<file path="config.mk">
export PLATFORM = sky130hd
export DESIGN_NAME = erase_susp_guard
export DESIGN_NICKNAME = d
export VERILOG_FILES = /design/src/rtl/esg_pkg.sv /design/src/rtl/esg_run_timer.sv /design/src/rtl/esg_ledger.sv /design/src/rtl/esg_rate_mon.sv /design/src/rtl/esg_ctrl.sv /design/src/rtl/erase_susp_guard.sv
export SDC_FILE = /design/constraint.sdc
export NUM_CORES = 1
export LEC_CHECK = 0
export BUFFER_PORTS_ARGS = -buffer_cell sky130_fd_sc_hd__buf_2
export CORE_MARGIN = 3
export CORE_UTILIZATION = 50
export CTS_CLUSTER_SIZE = 16
export DETAILED_ROUTE_END_ITERATION = 8
export PLACE_DENSITY = 0.77
export SYNTH_ARGS = -nofsm -noshare
export SYNTH_HDL_FRONTEND = slang
export SYNTH_HIERARCHICAL = 1
export SYNTH_SLANG_ARGS = --single-unit
</file>
<file path="constraint.sdc">
create_clock -name clk -period 5.07 [get_ports clk]
set_clock_uncertainty 0.05 [all_clocks]
set_input_delay 0.2535 -clock clk [delete_from_list [all_inputs] [get_ports clk]]
set_output_delay 0.2535 -clock clk [all_outputs]
set_load 0.05 [all_outputs]
</file>
<file path="src/rtl/esg_pkg.sv">
package esg_pkg;
  typedef enum logic [1:0] {
    ESG_IDLE  = 2'd0,
    ESG_RUN   = 2'd1,
    ESG_HOLD  = 2'd2,
    ESG_GRANT = 2'd3
  } esg_state_e;
endpackage

</file>
<file path="src/rtl/esg_run_timer.sv">
// Counts cycles of uninterrupted erase since the last launch or resume and
// reports when the effective minimum run has been reached.
module esg_run_timer #(
  parameter int RUN_W     = 22,
  parameter int MIN_FLOOR = 500
) (
  input  logic             clk,
  input  logic             rst_n,
  input  logic             reload_i,
  input  logic [RUN_W-1:0] min_run_i,
  output logic [RUN_W-1:0] elapsed_o,
  output logic             run_ok_o
);
  localparam logic [RUN_W-1:0] FLOOR_V = RUN_W'(MIN_FLOOR);

  logic [RUN_W-1:0] elapsed_q;
  logic [RUN_W-1:0] eff_min;

  // Programmed value is clamped up to a whole pulse length.
  assign eff_min = (min_run_i < FLOOR_V) ? FLOOR_V : min_run_i;

  always_ff @(posedge clk) begin
    if (!rst_n) begin
      elapsed_q <= '0;
    end else if (reload_i) begin
      elapsed_q <= '0;
    end else if (elapsed_q != '1) begin
      elapsed_q <= elapsed_q + 1'b1;
    end
  end

  assign elapsed_o = elapsed_q;
  assign run_ok_o  = (elapsed_q >= eff_min);
endmodule

</file>
<file path="src/rtl/esg_ledger.sv">
// Per-erase bookkeeping: suspend count with limit flag and suspended-cycle total.
module esg_ledger #(
  parameter int SUSP_LIMIT = 5680,
  parameter int CNT_W      = 13,
  parameter int LOST_W     = 32
) (
  input  logic              clk,
  input  logic              rst_n,
  input  logic              launch_erase_i,
  input  logic              launch_suspend_i,
  input  logic              halted_i,
  output logic [CNT_W-1:0]  count_o,
  output logic              limit_hit_o,
  output logic [LOST_W-1:0] lost_o
);
  localparam logic [CNT_W-1:0] LIMIT_V = CNT_W'(SUSP_LIMIT);

  logic [CNT_W-1:0]  count_q;
  logic [LOST_W-1:0] lost_q;

  always_ff @(posedge clk) begin
    if (!rst_n) begin
      count_q <= '0;
    end else if (launch_erase_i) begin
      count_q <= '0;
    end else if (launch_suspend_i && (count_q < LIMIT_V)) begin
      count_q <= count_q + 1'b1;
    end
  end

  always_ff @(posedge clk) begin
    if (!rst_n) begin
      lost_q <= '0;
    end else if (launch_erase_i) begin
      lost_q <= '0;
    end else if (halted_i && (lost_q != '1)) begin
      lost_q <= lost_q + 1'b1;
    end
  end

  assign count_o     = count_q;
  assign limit_hit_o = (count_q == LIMIT_V);
  assign lost_o      = lost_q;
endmodule

</file>
<file path="src/rtl/esg_rate_mon.sv">
// Latches a warning when a read shows up too soon after the erase restarted.
module esg_rate_mon #(
  parameter int RUN_W = 22
) (
  input  logic             clk,
  input  logic             rst_n,
  input  logic             rd_req_i,
  input  logic             in_run_i,
  input  logic             clear_i,
  input  logic [RUN_W-1:0] elapsed_i,
  input  logic [RUN_W-1:0] warn_gap_i,
  output logic             warn_o
);
  logic req_d;
  logic warn_q;
  logic req_rise;

  assign req_rise = rd_req_i && !req_d;

  always_ff @(posedge clk) begin
    if (!rst_n) begin
      req_d <= 1'b0;
    end else begin
      req_d <= rd_req_i;
    end
  end

  always_ff @(posedge clk) begin
    if (!rst_n) begin
      warn_q <= 1'b0;
    end else if (clear_i) begin
      warn_q <= 1'b0;
    end else if (req_rise && in_run_i && (elapsed_i < warn_gap_i)) begin
      warn_q <= 1'b1;
    end
  end

  assign warn_o = warn_q;
endmodule

</file>
<file path="src/rtl/esg_ctrl.sv">
// Sequencer: launch, pending read, suspend wait, grant, resume, reissue.
module esg_ctrl
  import esg_pkg::*;
(
  input  logic       clk,
  input  logic       rst_n,
  input  logic       erase_go_i,
  input  logic       rd_req_i,
  input  logic       fl_suspended_i,
  input  logic       fl_done_i,
  input  logic       run_ok_i,
  input  logic       limit_hit_i,
  output esg_state_e state_o,
  output logic       launch_erase_o,
  output logic       launch_suspend_o,
  output logic       launch_resume_o,
  output logic       cmd_erase_o,
  output logic       cmd_suspend_o,
  output logic       cmd_resume_o,
  output logic       rd_gnt_o
);
  esg_state_e state_q, state_d;
  logic le, ls, lr;
  logic erase_q, susp_q, res_q;

  always_comb begin
    state_d = state_q;
    le      = 1'b0;
    ls      = 1'b0;
    lr      = 1'b0;
    unique case (state_q)
      ESG_IDLE: begin
        if (erase_go_i && !rd_req_i) begin
          state_d = ESG_RUN;
          le      = 1'b1;
        end
      end
      ESG_RUN: begin
        if (fl_done_i) begin
          if (limit_hit_i) begin
            le = 1'b1;
          end else begin
            state_d = ESG_IDLE;
          end
        end else if (rd_req_i && run_ok_i) begin
          state_d = ESG_HOLD;
          ls      = 1'b1;
        end
      end
      ESG_HOLD: begin
        // Completion beats the pause: cancel and serve the read directly.
        if (fl_done_i) begin
          if (limit_hit_i) begin
            state_d = ESG_RUN;
            le      = 1'b1;
          end else begin
            state_d = ESG_IDLE;
          end
        end else if (fl_suspended_i) begin
          state_d = ESG_GRANT;
        end
      end
      ESG_GRANT: begin
        if (!rd_req_i) begin
          state_d = ESG_RUN;
          lr      = 1'b1;
        end
      end
      default: state_d = ESG_IDLE;
    endcase
  end

  always_ff @(posedge clk) begin
    if (!rst_n) begin
      state_q <= ESG_IDLE;
      erase_q <= 1'b0;
      susp_q  <= 1'b0;
      res_q   <= 1'b0;
    end else begin
      state_q <= state_d;
      erase_q <= le;
      susp_q  <= ls;
      res_q   <= lr;
    end
  end

  assign state_o          = state_q;
  assign launch_erase_o   = le;
  assign launch_suspend_o = ls;
  assign launch_resume_o  = lr;
  assign cmd_erase_o      = erase_q;
  assign cmd_suspend_o    = susp_q;
  assign cmd_resume_o     = res_q;
  assign rd_gnt_o = rd_req_i && ((state_q == ESG_IDLE) || (state_q == ESG_GRANT));
endmodule

</file>
<file path="src/rtl/erase_susp_guard.sv">
module erase_susp_guard
  import esg_pkg::*;
#(
  parameter int CLK_MHZ    = 250,
  parameter int MAX_RUN_US = 10000,
  parameter int MIN_FLOOR  = 500,
  parameter int SUSP_LIMIT = 5680,
  parameter int LOST_W     = 32,
  localparam int RUN_W     = $clog2(CLK_MHZ * MAX_RUN_US + 1),
  localparam int CNT_W     = $clog2(SUSP_LIMIT + 1)
) (
  input  logic              clk,
  input  logic              rst_n,
  input  logic              erase_go_i,
  input  logic              rd_req_i,
  output logic              rd_gnt_o,
  input  logic              fl_suspended_i,
  input  logic              fl_done_i,
  output logic              cmd_erase_o,
  output logic              cmd_suspend_o,
  output logic              cmd_resume_o,
  input  logic [RUN_W-1:0]  min_run_i,
  input  logic [RUN_W-1:0]  warn_gap_i,
  output logic              busy_o,
  output logic [CNT_W-1:0]  susp_count_o,
  output logic              limit_hit_o,
  output logic [LOST_W-1:0] lost_cycles_o,
  output logic              freq_warn_o
);
  esg_state_e       state;
  logic             launch_erase, launch_suspend, launch_resume;
  logic             run_ok;
  logic [RUN_W-1:0] elapsed;

  esg_ctrl u_ctrl (
    .clk              (clk),
    .rst_n            (rst_n),
    .erase_go_i       (erase_go_i),
    .rd_req_i         (rd_req_i),
    .fl_suspended_i   (fl_suspended_i),
    .fl_done_i        (fl_done_i),
    .run_ok_i         (run_ok),
    .limit_hit_i      (limit_hit_o),
    .state_o          (state),
    .launch_erase_o   (launch_erase),
    .launch_suspend_o (launch_suspend),
    .launch_resume_o  (launch_resume),
    .cmd_erase_o      (cmd_erase_o),
    .cmd_suspend_o    (cmd_suspend_o),
    .cmd_resume_o     (cmd_resume_o),
    .rd_gnt_o         (rd_gnt_o)
  );

  esg_run_timer #(.RUN_W(RUN_W), .MIN_FLOOR(MIN_FLOOR)) u_timer (
    .clk       (clk),
    .rst_n     (rst_n),
    .reload_i  (launch_erase || launch_resume),
    .min_run_i (min_run_i),
    .elapsed_o (elapsed),
    .run_ok_o  (run_ok)
  );

  esg_ledger #(.SUSP_LIMIT(SUSP_LIMIT), .CNT_W(CNT_W), .LOST_W(LOST_W)) u_ledger (
    .clk              (clk),
    .rst_n            (rst_n),
    .launch_erase_i   (launch_erase),
    .launch_suspend_i (launch_suspend),
    .halted_i         ((state == ESG_HOLD) || (state == ESG_GRANT)),
    .count_o          (susp_count_o),
    .limit_hit_o      (limit_hit_o),
    .lost_o           (lost_cycles_o)
  );

  esg_rate_mon #(.RUN_W(RUN_W)) u_rate (
    .clk        (clk),
    .rst_n      (rst_n),
    .rd_req_i   (rd_req_i),
    .in_run_i   (state == ESG_RUN),
    .clear_i    (launch_erase),
    .elapsed_i  (elapsed),
    .warn_gap_i (warn_gap_i),
    .warn_o     (freq_warn_o)
  );

  assign busy_o = (state != ESG_IDLE);
endmodule

</file>
==> reports/summary.txt, run 1 <==
Clock sinks: 74
Outcome: complete, no violations
Post-Synthesis Cells: 617
R2r setup slk: 1720 ps
Root Driver: clkbuf_8
Row cnt: 35
Post-Route Setup TNS: 0 ps
Synth unique cells: 65
DP HPWL: 9510 um
Critical Path AT: 3980 ps
Synth Area in Compound Gates: 17.0%
F_max: 265 MHz
CP startpoint: min_run_i[20]
Fillers: 840
Reg area: 0.00148 mm^2
Critical Path Sink Type: register
Worst-path fanout max: 10
Violation count after the first detailed-route iteration: 205
RSZ-0062 raised after global routing: false
Number of register bits inferred by synthesis: 74
Reg2reg start: u_ledger/count_o[6]$_SDFFE_PP0P_
HP Class: input port to register
WL final: 12200 um
Ys async rst share: 0%
DR WL/cell: 14.5 um
P&R area growth vs syn: 17.0%
Synth warn: 6
Synth Area in XOR/XNOR: 4.41%
Placed cells: 830
Final Hold Fails: 0
Via count: 4957
Post-synthesis sequential area ratio: 29.9%
Worst reg2reg path depth: 7
Final period util: 74.4%
Hold_ws: 195 ps
Clk_lat worst skew: 350 ps
# DRC: 0
Synth area leaders: dfxtp_1, ha_1, a21oi_1, nand4_1, nand2_1
First-pass GRT wire length: 20500 um
Crit path kind: input port to register
Final min period: 3770 ps
Fraction of layout cells with a size suffix above 1: 20.2%
H-tree levels: 3
NumNets Final: 814
Final cell count without fillers: 846
Final GP Congestion: 0.934
Max clock buf depth: 2
Syn nets: 719
Core area: 0.00946 mm^2
All-layer global routing usage: 21.7%
MaxCap Viol Count: 0
CTS buffer count: 9
Avg Inst Size Synth: 8.04 um^2
Vias per cell: 5.86
Post-Syn Area: 0.00496 mm^2
Startpoint Class: input port
Initial core utilization: 52.4%
Die Ht: 106 um
Adder-cell share of the synthesized area: 13.1%
Clock slew at reported path FFs: 80 ps
Area of the multi-input gates: 0.00319 mm^2
Worst-margin pin slew: 1230 ps
Mux share of post-synthesis cell area: 0.404%
Postcts setup bufs: 0
Peak VDD IR: 0.141 mV
Slew Viols, Final: 0
Iteration count of the initial detailed-routing pass: 5
CP Data Required Time: 5280 ps
PD cells: 230 mW/mm^2
CTS tree: yes
Most used DFF post-synth: dfxtp_1
Vias in the first global route: 4555
Largest net degree at the start of global routing: 31
Input/output buffers: 101
Post-cts resize count: 0
Remaining antenna violation count after routing: 0
Top cell type's share of synthesized area: 29.9%
Cts-stage hold buffer count: 0
Relative slew slack: 17.4%
Die Wd: 106 um
DIE AREA: 0.0112 mm^2
Grt ovf: 0
Ant diodes: 0
Largest family of logic cells by synthesized area: simple AND/OR/NAND/NOR gates
Post-synth EDFFs: 0
# IOs: 102
Leading area contributor after synthesis: dfxtp_1
Endpoints failing setup: 0
Leakage: 2.47 nW
Reg2reg end: u_ledger/lost_o[29]$_SDFFE_PP0P_
Initial antenna violation count: 0
CP endpoint: u_ledger/count_o[10]$_SDFFE_PP0P_
Synth Area in Simple Gates: 29.3%
## registers in the layout, indices dropped and copies added (netlist names)
name / count
u_ledger/count_o: 13
u_ctrl/cmd_resume_o: 1
u_timer/elapsed_o: 22
u_rate/warn_o: 1
u_ledger/lost_o: 32
u_ctrl/cmd_suspend_o: 1
u_ctrl/state_o: 2
u_rate/req_d: 1
u_ctrl/cmd_erase_o: 1
## final cells by class
class,count,share of cell area [%]
Inverter,48,3.10
Timing Repair Buffer,104,9.09
Tap cell,129,2.78
Clock buffer,11,2.44
Clock inverter,5,2.16
Sequential cell,74,25.5
Multi-Input combinational cell,475,54.9
## cells in the mapped netlist, types with 4 or more instances
master,instances
inv_1,48
nor3b_1,4
nand3_1,27
nor2b_1,8
and2_1,11
a21oi_1,58
clkbuf_1,11
a211oi_1,6
o31ai_1,7
nand4_2,4
xor2_1,8
nor2_1,48
o211ai_1,8
nand3b_1,4
dfxtp_1,74
or3_2,4
or4_1,9
nand4_1,30
nand2b_1,4
and3_1,4
ha_1,52
nand2_1,49
nor3_1,6
or3_1,14
o21ai_0,30
xnor2_1,17
nor4_1,11
## worst max-delay path, stage by stage
cell	delay (ps)
buf_2	100
or4_1	500
nor4_1	180
nand4_1	210
nor2_1	370
nor2_1	110
ha_1	320
nand4_1	90
nor4_1	260
nand2_1	90
o211ai_1	250
nand2_1	120
nor3b_1	190
buf_4	200
nand4_2	200
or3_1	400
a21oi_1	140
## stage by stage
step	setup slack [ps]	power, mW	util (%)	instance area, um^2
after floorplan	1450	0.693	-	4960
after global placement	1170	0.732	58.6	5540
after detailed placement	951	0.738	58.6	5540
after CTS	1320	1.34	61.4	5810
after global routing	936	1.38	61.4	5810
final	1300	1.33	61.4	5810
## per-layer routing
| layer | share of wire (%) | GRT usage, % | wire [um] | up-vias |
|---|---|---|---|---|
| met5 | 0 | 0 | 0 | - |
| met4 | 1.6 | 8.05 | 197 | 0 |
| met3 | 4.6 | 2.57 | 563 | 16 |
| met2 | 50 | 37.9 | 6180 | 156 |
| met1 | 43 | 27.4 | 5300 | 2344 |
| li1 | - | - | - | 2441 |
## kinds of logic after synthesis
| logic type | count (synthesis) |
|---|---|
| adder cells (fa/ha/maj) | 52 |
| AND/OR/NAND/NOR | 260 |
| flip-flops | 74 |
| multiplexers | 2 |
| buffers and inverters | 68 |
| XOR/XNOR | 25 |
| AO/OA/AOI/OAI | 136 |
## cell usage in the layout (no fill, tap or decap), types with 9 or more instances in the layout
master | netlist | layout
buf_2 | 3 | 101
dfxtp_1 | 74 | 74
a21oi_1 | 58 | 58
ha_1 | 52 | 52
nand2_1 | 49 | 49
inv_1 | 48 | 48
nor2_1 | 48 | 48
o21ai_0 | 30 | 30
nand4_1 | 30 | 30
nand3_1 | 27 | 27
xnor2_1 | 17 | 17
or3_1 | 14 | 14
and2_1 | 11 | 11
nor4_1 | 11 | 11
clkbuf_8 | 1 | 10
or4_1 | 9 | 9
## worst min-delay path by stage
stage	from	endpoint	depth (start not counted)
after detailed placement	u_rate/warn_o$_SDFFE_PP0P_	u_rate/warn_o$_SDFFE_PP0P_	2
after global placement	u_rate/warn_o$_SDFFE_PP0P_	u_rate/warn_o$_SDFFE_PP0P_	2
after floorplan	rst_n	u_ctrl/cmd_erase_o$_SDFF_PN0_	1
final	rd_req_i	u_rate/req_d$_SDFF_PN0_	2
after global routing	rd_req_i	u_rate/req_d$_SDFF_PN0_	2
after CTS	rd_req_i	u_rate/req_d$_SDFF_PN0_	2
## report_power, final
| part | leakage [nW] | switching [mW] | internal (mW) |
|---|---|---|---|
| clock | 0.134 | 0.219 | 0.390 |
| combinational | 1.74 | 0.0800 | 0.0506 |
| sequential | 0.597 | 0.00853 | 0.586 |
No activity file was read; power rests on OpenSTA's default activity.
==> inputs of run 2 (changes only) <==
Settings changed: ABC_AREA set to 1, PLACE_DENSITY 0.77 to 0.79.
Clock period 5.07 ns to 3.1 ns, I/O delays scaled along.
==> run 2 against run 1 <==
Area after synthesis rose by 15%. Combinational power increased to 5.6 times the previous value. Synthesized cell count up 52%. Critical path depth grew 11. Worst setup slack got worse by 910 ps. Count of clock-buffer cells in the layout unchanged. Register-to-register slack got worse by 1200 ps.
==> reports/summary.txt, run 2 <==
Final GP Congestion: 0.874
Cts-stage hold buffer count: 0
Synth unique cells: 34
Final Hold Fails: 0
CP startpoint: min_run_i[19]
DR WL/cell: 11.8 um
Row cnt: 38
Crit path kind: input port to register
PD cells: 423 mW/mm^2
Critical Path AT: 2930 ps
Max FFs per register: 32
Largest net degree at the start of global routing: 28
Most common cell after layout, fill and taps aside: nand2_1
Post-cts resize count: 0
Root Driver: clkbuf_16
MaxCap Viol Count: 0
Post-Synthesis Cells: 936
Final min period: 2710 ps
Internal power: 1.89 mW
Post-Syn Area: 0.00568 mm^2
Relative slew slack: 54.6%
Sw frac: 33.2%
# IOs: 102
Cell mode on critical path: nand2_1
Iteration count of the initial detailed-routing pass: 6
Fraction of layout cells with a size suffix above 1: 16.7%
Post-Route Setup TNS: 0 ps
Peak VDD IR: 0.425 mV
Ys async rst share: 0%
Input/output buffers: 101
Initial core utilization: 51.7%
Worst-path fanout max: 10
Vias per cell: 4.99
CP Data Required Time: 3320 ps
Hold_sp: rst_n
F_max: 369 MHz
Critical Path Sink Type: register
Post-synth EDFFs: 0
Post-layout util: 60.9%
Number of register bits inferred by synthesis: 74
Clock sinks: 74
Reg2reg start: u_ctrl/state_o[0]$_SDFFE_PN0P_
All-layer global routing usage: 22.1%
Count leader, synth: nand2_1
Grt ovf: 0
Max clock buf depth: 2
Worst-margin pin slew: 680 ps
DIE AREA: 0.0127 mm^2
Crit path largest cell delay: 260 ps
Final period util: 87.5%
Clock slew at reported path FFs: 60 ps
Core area: 0.0110 mm^2
Most common library cells after synthesis: nand2_1, inv_1, nor2_1
RSZ-0062 raised after global routing: false
Endpoints failing setup: 0
Initial antenna violation count: 0
Violation count after the first detailed-route iteration: 589
Post-synthesis sequential area ratio: 26.1%
Postcts setup bufs: 0
Combinational power share: 25.9%
Ant diodes: 0
Leading area contributor after synthesis: dfxtp_1
Die Wd: 113 um
Final cell count without fillers: 1192
CTS buffer count: 9
Slowest CP cell: ha_1
DP HPWL: 10900 um
Clock group share of total power: 37.3%
Commonest cells after routing, fill and taps aside: nand2_1, inv_1, nor2_1
Vias in the first global route: 5380
Die Ht: 113 um
HP Class: input port to register
# DRC: 0
Most used DFF post-synth: dfxtp_1
Psw: 941 uW
Startpoint Class: input port
First-pass GRT wire length: 23700 um
Synth area leaders: dfxtp_1, nand2_1, ha_1, inv_1, nor2_1
Slew Viols, Final: 0
Remaining antenna violation count after routing: 0
P&R area growth vs syn: 17.7%
WL final: 14100 um
Via count: 5943
Avg Inst Size Synth: 6.07 um^2
Top cell type's share of synthesized area: 26.1%
Clk_lat worst skew: 330 ps
Leakage: 3.38 nW
Syn nets: 1038
Synth warn: 6
Placed cells: 1176
H-tree levels: 3
CTS tree: yes
Sequential power share: 36.8%
NumNets Final: 1149
Outcome: complete, no violations
Hold_ws: 61.2 ps
-- run 2: cells by family after synthesis --
logic type	Yosys count	share of synthesized area, %
xor gates and xnor gates	7	1.08
and+or+nand+nor	553	41.9
DFF	74	26.1
adders and majority gates	52	11.5
buffers and inverters	172	12.0
AOI/OAI and AO/OA	78	7.49
-- run 2: worst max-delay path: cells and delay by family --
kind                       cells  cell delay [ps]
buffers and inverters          5              430
adders and majority gates      1              260
and+or+nand+nor               22             2090
-- run 2: path summary, 6_finish.rpt --
kind                                       endpoint  slack (ps)  depth (start not counted)
setup / recovery   u_ledger/count_o[6]$_SDFFE_PP0P_         390                         28
hold / removal       u_ctrl/state_o[1]$_SDFFE_PN0P_          60                          3
setup reg to reg  u_timer/elapsed_o[8]$_SDFFE_PP0P_         510                         11
hold reg to reg          u_rate/warn_o$_SDFFE_PP0P_         400                          2
-- run 2: stage by stage --
step	total power [mW]	instance area, um^2	setup WS (ps)
4_1_cts	2.85	6680	147
3_3_place_gp	1.78	6370	125
3_5_place_dp	1.79	6370	30.0
6_report	2.83	6690	387
2_1_floorplan	1.59	5690	58.7
5_1_grt	3.00	6690	51.3
-- run 2: layer usage --
metal / vias to the layer above / GRT usage (%) / wire, um
met4: 0 / 6.89 / 114
met2: 207 / 35.6 / 6380
li1: 3144 / - / -
met1: 2582 / 30.7 / 6490
met5: - / 0 / 0
met3: 10 / 3.02 / 1090
-- run 2: cell type report --
type,count,area [um^2]
fillers,1066,4300
well taps,140,175
clock buffers,11,253
clock inverters,5,52.6
repair buffers,113,596
flip-flops and latches,74,1480
inverters,159,601
multi-input cells,690,3530
-- run 2: power groups by stage --
stage	registers (mW)	clock network, mW	logic, mW
3_5_place_dp	1.06	0	0.727
3_3_place_gp	1.06	0	0.715
4_1_cts	1.04	1.08	0.734
5_1_grt	1.05	1.12	0.835
2_1_floorplan	1.13	0	0.456
6_report	1.04	1.06	0.733
==> inputs of run 3 (changes only) <==
Settings changed: BUFFER_PORTS_ARGS -buffer_cell sky130_fd_sc_hd__buf_2 to unset, DONT_BUFFER_PORTS set to 1, PLACE_DENSITY 0.79 to 0.71.
==> run 3 against run 2 <==
First-iteration DRC count fell by 7.8%. Maximum frequency rose by 2.7%. Flip-flop and latch count did not move. Critical path depth fell by 1. Count of clock-buffer cells in the layout did not move. Register-to-register slack improved by 60 ps. Clock power rose by 4%. Wire length fell by 2.6%. Worst setup slack improved by 70 ps. Largest cell class unchanged.
==> reports/summary.txt, run 3 (synthesis results as in run 2) <==
Outcome: complete, no violations
Iteration count of the initial detailed-routing pass: 5
Worst-margin pin slew: 879 ps
Fraction of layout cells with a size suffix above 1: 9.26%
DIE AREA: 0.0127 mm^2
Remaining antenna violation count after routing: 0
Final GP Congestion: 0.861
Core area: 0.0110 mm^2
Total Power: 2.81 mW
Endpoints failing setup: 0
WL final: 13700 um
# DRC: 0
Crit path largest cell delay: 280 ps
Largest net degree at the start of global routing: 33
Relative slew slack: 41.2%
MaxCap Viol Count: 0
Buf+Inv Stages, Crit Path: 4
Ant diodes: 0
Critical Path Sink Type: register
Final min period: 2640 ps
Startpoint Class: input port
Leakage: 3.01 nW
NumNets Final: 1069
CTS buffer count: 9
HP Class: input port to register
Die Wd: 113 um
RSZ-0062 raised after global routing: false
Post-Route Setup TNS: 0 ps
Initial antenna violation count: 0
Final period util: 85.2%
P&R area growth vs syn: 12.0%
PD cells: 441 mW/mm^2
Critical Path AT: 2830 ps
DP HPWL: 10800 um
Crit path kind: input port to register
CP Data Required Time: 3290 ps
Final Hold Fails: 0
Die Ht: 113 um
Commonest cells after routing, fill and taps aside: nand2_1, inv_1, nor2_1
Clock slew at reported path FFs: 60 ps
Via count: 5628
Max FFs per register: 32
Placed cells: 1092
Vias per cell: 5.06
Clock sinks: 74
Row cnt: 38
Most common cell after layout, fill and taps aside: nand2_1
Input/output buffers: 0
Cell mode on critical path: nand2_1
Cell Area, Placed: 0.00601 mm^2
F_max: 378 MHz
All-layer global routing usage: 21.7%
Peak VDD IR: 0.451 mV
DR WL/cell: 12.3 um
Final instance area: 0.00636 mm^2
# IOs: 102
H-tree levels: 3
Crit path max-delay family: simple AND/OR/NAND/NOR gates
Initial core utilization: 51.7%
Vias in the first global route: 4970
Max clock buf depth: 2
Slowest CP cell: ha_1
Root Driver: clkbuf_16
CTS tree: yes
Violation count after the first detailed-route iteration: 543
First-pass GRT wire length: 22700 um
Slew Viols, Final: 0
Clk_lat worst skew: 340 ps
Worst-path fanout max: 10
Grt ovf: 0
Final cell count without fillers: 1112
==> run 3: stage by stage <==
stage	worst slack (ps)	hold WS (ps)	utilization, %
2_1_floorplan	58.7	184	-
4_1_cts	273	0.0237	57.9
3_5_place_dp	109	195	54.7
3_3_place_gp	179	191	54.7
6_report	457	15.4	58.0
5_1_grt	10.7	56.4	58.0
==> run 3: path summary, 6_finish.rpt <==
path | end | depth (start not counted) | slack (ps) | from
setup / recovery | u_ledger/count_o[6]$_SDFFE_PP0P_ | 27 | 460 | min_run_i[19]
hold / removal | u_ctrl/cmd_erase_o$_SDFF_PN0_ | 4 | 20 | erase_go_i
setup reg to reg | u_ledger/count_o[6]$_SDFFE_PP0P_ | 17 | 570 | u_timer/elapsed_o[19]$_SDFFE_PP0P_
hold reg to reg | u_ledger/count_o[1]$_SDFFE_PP0P_ | 2 | 430 | u_ledger/count_o[1]$_SDFFE_PP0P_
==> run 3: timing repair <==
item,CTS,global route
hold buffers,4,0
setup buffers,0,0
gates resized for setup,0,1
setup endpoints to repair,0,4
endpoints found under the hold margin,7,0
==> run 3: power breakdown <==
part | internal, mW | switching [mW] | total [mW]
clock network | 0.670 | 0.427 | 1.10
logic | 0.196 | 0.414 | 0.610
registers | 0.994 | 0.106 | 1.10
total | 1.86 | 0.946 | 2.81
==> run 3: worst reg2reg max path, stage by stage, from the launching register on <==
cell      delay, ps
dfxtp_1         490
ha_1            300
a21oi_1         150
nor2_1           50
o21ai_0         130
nand2_1          80
nor2_1          110
nand2_1         120
nand2_2         130
nor2_1           60
nand2_1          60
inv_1            40
nand2_1         110
clkinv_1        250
nand2_1         160
nand2_1          60
nand2_1          50
nor2_1           40
==> run 3: final cells by class <==
type	instances	area [um^2]
clock inverters	5	61.3
inverters	159	597
multi-input cells	690	3530
flip-flops and latches	74	1480
repair buffers	33	270
clock buffers	11	253
fillers	1077	4620
well taps	140	175
==> run 3: routing by layer <==
layer / vias up / part of all wire [%] / global-route usage [%]
li1: 2982 / - / -
met1: 2439 / 49 / 30.9
met2: 186 / 40 / 31.8
met3: 21 / 9.0 / 6.31
met4: 0 / 1.4 / 6.49
met5: - / 0 / 0
